===== src/rtl/pdl_pkg.sv =====
package pdl_pkg;

   function automatic bit is_pow2(input int unsigned v);
      return (v >= 2) && ((v & (v - 1)) == 0);
   endfunction

endpackage


===== src/rtl/pdl_addr_ctr.sv =====
module pdl_addr_ctr #(
   parameter int unsigned    AW       = 4,
   parameter logic [AW-1:0]  INIT_VAL = '0
) (
   input  logic          clk,
   input  logic          rst,
   input  logic          adv,
   output logic [AW-1:0] addr
);

   logic [AW-1:0] addr_q;

   always_ff @(posedge clk) begin
      if (rst)
         addr_q <= INIT_VAL;
      else if (adv)
         addr_q <= addr_q + 1'b1;
   end

   assign addr = addr_q;


   ctr_step_chk: assert property (@(posedge clk) disable iff (rst)
      adv |=> (addr_q == $past(addr_q) + 1'b1));


   ctr_hold_chk: assert property (@(posedge clk) disable iff (rst)
      !adv |=> $stable(addr_q));

endmodule


===== src/rtl/pdl_tp_ram.sv =====
module pdl_tp_ram #(
   parameter int unsigned DW    = 8,
   parameter int unsigned DEPTH = 16,
   localparam int unsigned AW   = $clog2(DEPTH)
) (
   input  logic          clk,
   input  logic          rst,
   input  logic          wr_en,
   input  logic [AW-1:0] wr_addr,
   input  logic [DW-1:0] wr_data,
   input  logic          rd_en,
   input  logic [AW-1:0] rd_addr,
   output logic [DW-1:0] rd_data
);

   logic [DW-1:0] mem [DEPTH];
   logic [DW-1:0] rd_q;

   always_ff @(posedge clk) begin
      if (wr_en)
         mem[wr_addr] <= wr_data;
   end

   always_ff @(posedge clk) begin
      if (rd_en)
         rd_q <= mem[rd_addr];
   end

   assign rd_data = rd_q;


   no_collide_chk: assert property (@(posedge clk) disable iff (rst)
      (wr_en && rd_en) |-> (wr_addr != rd_addr));

endmodule


===== src/rtl/pdl_fill_tracker.sv =====
module pdl_fill_tracker #(
   parameter int unsigned AW = 4
) (
   input  logic clk,
   input  logic rst,
   input  logic adv,
   output logic full
);

   logic [AW:0] cnt_q;

   always_ff @(posedge clk) begin
      if (rst)
         cnt_q <= '0;
      else if (adv && !cnt_q[AW])
         cnt_q <= cnt_q + 1'b1;
   end

   assign full = cnt_q[AW];


   fill_sat_chk: assert property (@(posedge clk) disable iff (rst)
      cnt_q[AW] |=> (cnt_q == $past(cnt_q)));

endmodule


===== src/rtl/ptr_delay_line.sv =====
module ptr_delay_line #(
   parameter int unsigned DATA_W     = 8,
   parameter int unsigned DEPTH      = 16,
   parameter bit          HAS_ENABLE = 1'b1
) (
   input  logic              clk,
   input  logic              rst,
   input  logic              en,
   input  logic [DATA_W-1:0] din,
   output logic [DATA_W-1:0] dout,
   output logic              dout_vld
);

   localparam int unsigned   AW      = $clog2(DEPTH);
   localparam logic [AW-1:0] RD_INIT = '0;
   localparam logic [AW-1:0] WR_INIT = {AW{1'b1}};

   if (!pdl_pkg::is_pow2(DEPTH)) begin : g_bad_depth
      $error("ptr_delay_line: DEPTH must be a power of two and at least 2");
   end
   if (DATA_W < 1) begin : g_bad_width
      $error("ptr_delay_line: DATA_W must be at least 1");
   end

   logic              adv;
   logic [AW-1:0]     wr_addr;
   logic [AW-1:0]     rd_addr;
   logic [DATA_W-1:0] ram_q;
   logic              fill_full;
   logic [DATA_W-1:0] dout_q;
   logic              vld_q;

   if (HAS_ENABLE) begin : g_gated
      assign adv = en;


      stall_hold_chk: assert property (@(posedge clk) disable iff (rst)
         !en |=> ($stable(dout_q) && $stable(vld_q)));
   end else begin : g_free
      assign adv = 1'b1;
   end

   pdl_addr_ctr #(.AW(AW), .INIT_VAL(WR_INIT)) u_wr_ctr (
      .clk  (clk),
      .rst  (rst),
      .adv  (adv),
      .addr (wr_addr)
   );

   pdl_addr_ctr #(.AW(AW), .INIT_VAL(RD_INIT)) u_rd_ctr (
      .clk  (clk),
      .rst  (rst),
      .adv  (adv),
      .addr (rd_addr)
   );

   pdl_tp_ram #(.DW(DATA_W), .DEPTH(DEPTH)) u_ram (
      .clk     (clk),
      .rst     (rst),
      .wr_en   (adv),
      .wr_addr (wr_addr),
      .wr_data (din),
      .rd_en   (adv),
      .rd_addr (rd_addr),
      .rd_data (ram_q)
   );

   pdl_fill_tracker #(.AW(AW)) u_fill (
      .clk  (clk),
      .rst  (rst),
      .adv  (adv),
      .full (fill_full)
   );

   always_ff @(posedge clk) begin
      if (rst) begin
         dout_q <= '0;
         vld_q  <= 1'b0;
      end else if (adv) begin
         dout_q <= ram_q;
         vld_q  <= fill_full;
      end
   end

   assign dout     = dout_q;
   assign dout_vld = vld_q;


   ptr_gap_chk: assert property (@(posedge clk) disable iff (rst)
      (rd_addr - wr_addr) == AW'(1));


   vld_sticky_chk: assert property (@(posedge clk) disable iff (rst)
      vld_q |=> vld_q);

endmodule


===== config.mk =====
export PLATFORM = sky130hd
export DESIGN_NAME = ptr_delay_line
export DESIGN_NICKNAME = d
export VERILOG_FILES = /design/src/rtl/pdl_pkg.sv /design/src/rtl/pdl_addr_ctr.sv /design/src/rtl/pdl_tp_ram.sv /design/src/rtl/pdl_fill_tracker.sv /design/src/rtl/ptr_delay_line.sv
export SDC_FILE = /design/constraint.sdc
export NUM_CORES = 1
export LEC_CHECK = 0
export ABC_AREA = 1
export BUFFER_PORTS_ARGS = -buffer_cell sky130_fd_sc_hd__buf_2
export CAP_MARGIN = 20
export CORE_ASPECT_RATIO = 0.9
export CORE_MARGIN = 8
export CORE_UTILIZATION = 40
export DETAILED_ROUTE_END_ITERATION = 10
export PLACE_DENSITY = 0.62
export SETUP_SLACK_MARGIN = 0.2
export SYNTH_ARGS = -nofsm -noshare
export SYNTH_HDL_FRONTEND = slang
export SYNTH_SLANG_ARGS = --single-unit

===== constraint.sdc =====
create_clock -name clk -period 4.4 [get_ports clk]
set_clock_uncertainty 0.15 [all_clocks]
set_input_delay 0.66 -clock clk [delete_from_list [all_inputs] [get_ports clk]]
set_output_delay 0.66 -clock clk [all_outputs]
set_load 0.005 [all_outputs]

After elaboration in Yosys (flattened, before gate mapping)
Memories as Yosys holds them, arrays and structs flattened. A register that Yosys moved wholly into a read port is not among the register bits.
Index checks and enable logic that the tools add are counted.
{"block": "word_totals", "register_bits": 22, "ram_bits": 128, "input_bits": 11, "out_inout_bits": 9, "elab_cells": 13, "mem_count": 1}
{"block": "op_classes", "n_addsub": 3, "muxes": 2, "n_reduce_logical": 2}
{"name": "u_ram.mem", "depth": 16, "word_bits": 8, "rd": 1, "rd_clocked_by_memory_dff": 1, "wr": 1, "line": "pdl_tp_ram.sv:16", "rtl": "logic [DW-1:0] mem [DEPTH];"}
{"operator": "$add A4 B1 Y4 const B", "count": 2}
{"operator": "$add A5 B1 Y5 const B", "count": 1}
{"operator": "$mux W1", "count": 2}
{"operator": "$logic_and A1 B1 Y1", "count": 1}
{"operator": "$logic_not A1 Y1", "count": 1}

Depth between registers and ports, before layout
{"block": "depth", "word_depth": 2, "mapped_depth": 9, "depth_no_buf": 7}

Hierarchy
From an unflattened synthesis, not the netlist that was laid out.
{"block": "unflattened", "cells_unflattened": 687, "area_unflattened_um2": 6807.8}
{"mod": "pdl_tp_ram", "instances": 1, "cells_per_inst": 551, "area_per_inst_um2": 5846.9, "seq_area_each_um2": 4083.9}
{"mod": "ptr_delay_line", "instances": 1, "cells_per_inst": 57, "area_per_inst_um2": 381.6, "seq_area_each_um2": 180.2}
{"mod": "pdl_fill_tracker", "instances": 1, "cells_per_inst": 32, "area_per_inst_um2": 236.5, "seq_area_each_um2": 100.1}
{"mod": "pdl_addr_ctr (u_wr_ctr)", "instances": 1, "cells_per_inst": 24, "area_per_inst_um2": 172.7, "seq_area_each_um2": 80.1}
{"mod": "pdl_addr_ctr (u_rd_ctr)", "instances": 1, "cells_per_inst": 23, "area_per_inst_um2": 170.2, "seq_area_each_um2": 80.1}

Least setup slack after synthesis
OpenSTA, ideal clock, no wires.
{"block": "synth_path", "path_type": "input -> register", "from": "input en", "to": "memory u_ram.mem[0][0], enable pin", "setup_ps": 370, "t_arrival_ps": 1481, "required_time_ps": 3880, "path_slack_ps": 2399, "path_stages": 4, "path_buffers": 2, "path_cell_list": "buf_2 buf_2 nand2_1 nor2_1"}
{"block": "synth_between", "elab_chain_len": 2}
{"item": "start, declared", "line": "ptr_delay_line.sv:8", "rtl": "input logic en,"}
{"item": "$mux W1", "line": "pdl_tp_ram.sv:20", "rtl": "if (wr_en)"}
{"item": "$mux W1 (not written as such)", "line": "pdl_tp_ram.sv:21", "rtl": "mem[wr_addr] <= wr_data;"}
{"item": "end, declared", "line": "pdl_tp_ram.sv:16"}
No other way between the ends.

==> results.md <==
- Most frequent cells in the layout: nand2_1, edfxtp_1, inv_1
- Sequential-to-total area share from yosys stat: 67.8%
- Synth top area share: 61.2%
- Die height: 139 um
- Clock transition at path regs: 0.06 ns
- Final max-slew violation count: 0
- Number of max-cap violations: 0
- Placed Cells: 857
- Std cell rows: 44
- DP HPWL: 9190 um
- Critical path startpoint: u_rd_ctr.addr[0]$_SDFFE_PP0P_
- CTS tree: built
- Syn Inst Count: 658
- Fin crit period: 2.10 ns
- Leak: 3.18 nW
- Area leader, netlist: edfxtp_1
- DR WL/cell: 16.2 um
- Fin crit share: 47.8%
- Longest Clk Path Bufs: 2
- I/O Buffers: 19
- Syn_area_per_cell: 10.1 sq um
- # resized after CTS: 0
- Fmax: 476 MHz
- Clock Sinks: 158
- Class of the worst hold path: in -> reg
- Vias in the first global route: 4291
- Arr. time, crit path: 2.13 ns
- Cts bufs inserted: 17
- Synth area leaders: edfxtp_1, nand2_1, nand3_1, dfxtp_1, inv_1
- Detail Route Antenna Nets: 0
- Layout cell share with drive strength beyond 1: 7.76%
- Area growth from synthesis to layout: 12.0%
- RR Endpoint: u_ram.rd_data[7]$_DFFE_PP_
- Mapped Area: 6680 sq um
- WP data required: 4.42 ns
- Sequential cell area: 4530 sq um
- #FFs+latches synth: 158
- Cts hold-fix bufs: 0
- Distinct cells, synth: 19
- Status: complete, no violations
- Commonest non-fill, non-tap cell in the layout: nand2_1
- Mapped Nets: 675
- Largest net degree at the start of global routing: 66
- FF-to-FF Start: u_rd_ctr.addr[0]$_SDFFE_PP0P_
- Final WL: 14400 um
- Multi-input logic area: 1570 sq um
- Global placer's final weighted congestion: 0.867
- Number of remaining DRC errors: 0
- Worst vdd ir: 0.000332 V
- RSZ-0062 raised after global routing: false
- Die area: 21100 sq um
- R2R setup slack: 2.30 ns
- Antenna cells: 0
- Final net count: 687
- Worst Tran Pin Value: 0.831 ns
- Via Count: 4393
- DRT Pass-1 Iters: 5
- Core footprint: 16200 sq um
- Total gr overflow: 0
- Final cell count without fillers: 890
- Crit path kind: reg -> reg
- Crit end category: flip-flop
- Initial Util: 41.1%
- Worst setup SP type: flip-flop
- Global-route wire length before repair: 22600 um
- IO Pins: 20
- CTS HTree Levels: 4
- Reg2Reg Depth: 6
- Post-CTS Setup Inserts: 0
- Hold Vio Cnt, Final: 0
- Pwr dens: 448 nW/um^2
- Die width: 152 um
- Total track usage: 14.0%
- Initial antenna violation count: 0
- CP endpoint: u_ram.rd_data[7]$_DFFE_PP_
- Worst skew pair latency: 0.43 ns
- Vias/cell: 4.94
- Yosys warns: 0
- Root buffer cell: clkbuf_16
- Final setup TNS: 0 ns
- CP Max Fanout: 57
- Final setup violation count: 0
- # fillers: 1471
- Slew headroom: 44.4%
- DR iter-0 viols: 473
## registers in the layout, summed over array words and instances (netlist names)
name / cells
u_rd_ctr.addr: 4
u_wr_ctr.addr: 4
dout: 8
dout_vld: 1
u_fill.cnt_q: 5
u_ram.mem: 128
u_ram.rd_data: 8
## per-layer routing
| metal | GRT usage [%] | up-vias | wire [um] |
|---|---|---|---|
| li1 | - | 2145 | - |
| met1 | 16.9 | 2095 | 6280 |
| met2 | 23.4 | 136 | 7060 |
| met3 | 3.96 | 17 | 822 |
| met4 | 5.20 | 0 | 241 |
| met5 | 0 | - | 0 |
## through the flow
step	utilization [%]	instance area, sq um	power (mW)	setup WS (ns)	hold WS [ns]
after global placement	42.4	6880	1.95	1.93	0.297
final	46.0	7480	3.35	2.30	0.317
after global routing	46.0	7480	3.46	2.22	0.316
after floorplan	-	6680	1.87	2.40	0.285
after CTS	45.9	7460	3.36	2.16	0.316
after detailed placement	42.4	6880	1.96	1.89	0.313
## Yosys cell counts
| cell | count |
|---|---|
| a21oi_1 | 6 |
| buf_1 | 1 |
| buf_2 | 18 |
| buf_4 | 6 |
| buf_6 | 1 |
| clkbuf_1 | 3 |
| dfxtp_1 | 22 |
| edfxtp_1 | 136 |
| ha_1 | 6 |
| inv_1 | 108 |
| inv_2 | 3 |
| nand2_1 | 185 |
| nand3_1 | 101 |
| nor2_1 | 40 |
| nor2_2 | 1 |
| nor3_1 | 3 |
| o211ai_1 | 1 |
| o21ai_0 | 16 |
| xor2_1 | 1 |
## critical path, stage by stage, from the launching register on
cell and delay (ns):
dfxtp_2 0.48, buf_4 0.55, nand2_1 0.15, nand3_1 0.13
nand3_1 0.12, nand3_1 0.14, nand2_1 0.08
## where the power goes
group          switching, mW  leakage (nW)  internal [mW]
Clock                  0.544         0.279          0.875
Sequential            0.0198          1.42           1.67
Combinational          0.172          1.48         0.0639
Total                  0.736          3.18           2.61
## layout make-up
class | count | share of cell area [%]
clock buffers | 25 | 6.49
clock inverters | 7 | 1.15
inverters | 111 | 5.57
multi-input cells | 360 | 21.0
flip-flops and latches | 158 | 60.5
well taps | 207 | 3.46
repair buffers | 22 | 1.74
## kinds of logic (layout without fill, tap and decap cells)
| kind of cell | Yosys count | after routing | share of synthesized area, % |
|---|---|---|---|
| flip-flops | 158 | 158 | 67.8 |
| AO/OA/AOI/OAI | 23 | 23 | 1.76 |
| XOR/XNOR | 1 | 1 | 0.131 |
| buffers and inverters | 140 | 165 | 8.66 |
| adder cells (fa/ha/maj) | 6 | 6 | 1.12 |
| AND/OR/NAND/NOR | 330 | 330 | 20.5 |
## worst min-delay path by stage
stage	end	start	slack, ns	cells after the start
final	u_fill.cnt_q[0]$_SDFFE_PP0P_	rst	0.32	2
after floorplan	u_fill.cnt_q[2]$_SDFFE_PP0P_	u_fill.cnt_q[2]$_SDFFE_PP0P_	0.28	2
after detailed placement	u_fill.cnt_q[2]$_SDFFE_PP0P_	u_fill.cnt_q[2]$_SDFFE_PP0P_	0.31	2
after global placement	u_fill.cnt_q[2]$_SDFFE_PP0P_	u_fill.cnt_q[2]$_SDFFE_PP0P_	0.30	2
after CTS	u_fill.cnt_q[0]$_SDFFE_PP0P_	rst	0.32	2
after global routing	u_fill.cnt_q[0]$_SDFFE_PP0P_	rst	0.32	2
Power figures use the tool's default switching activity.
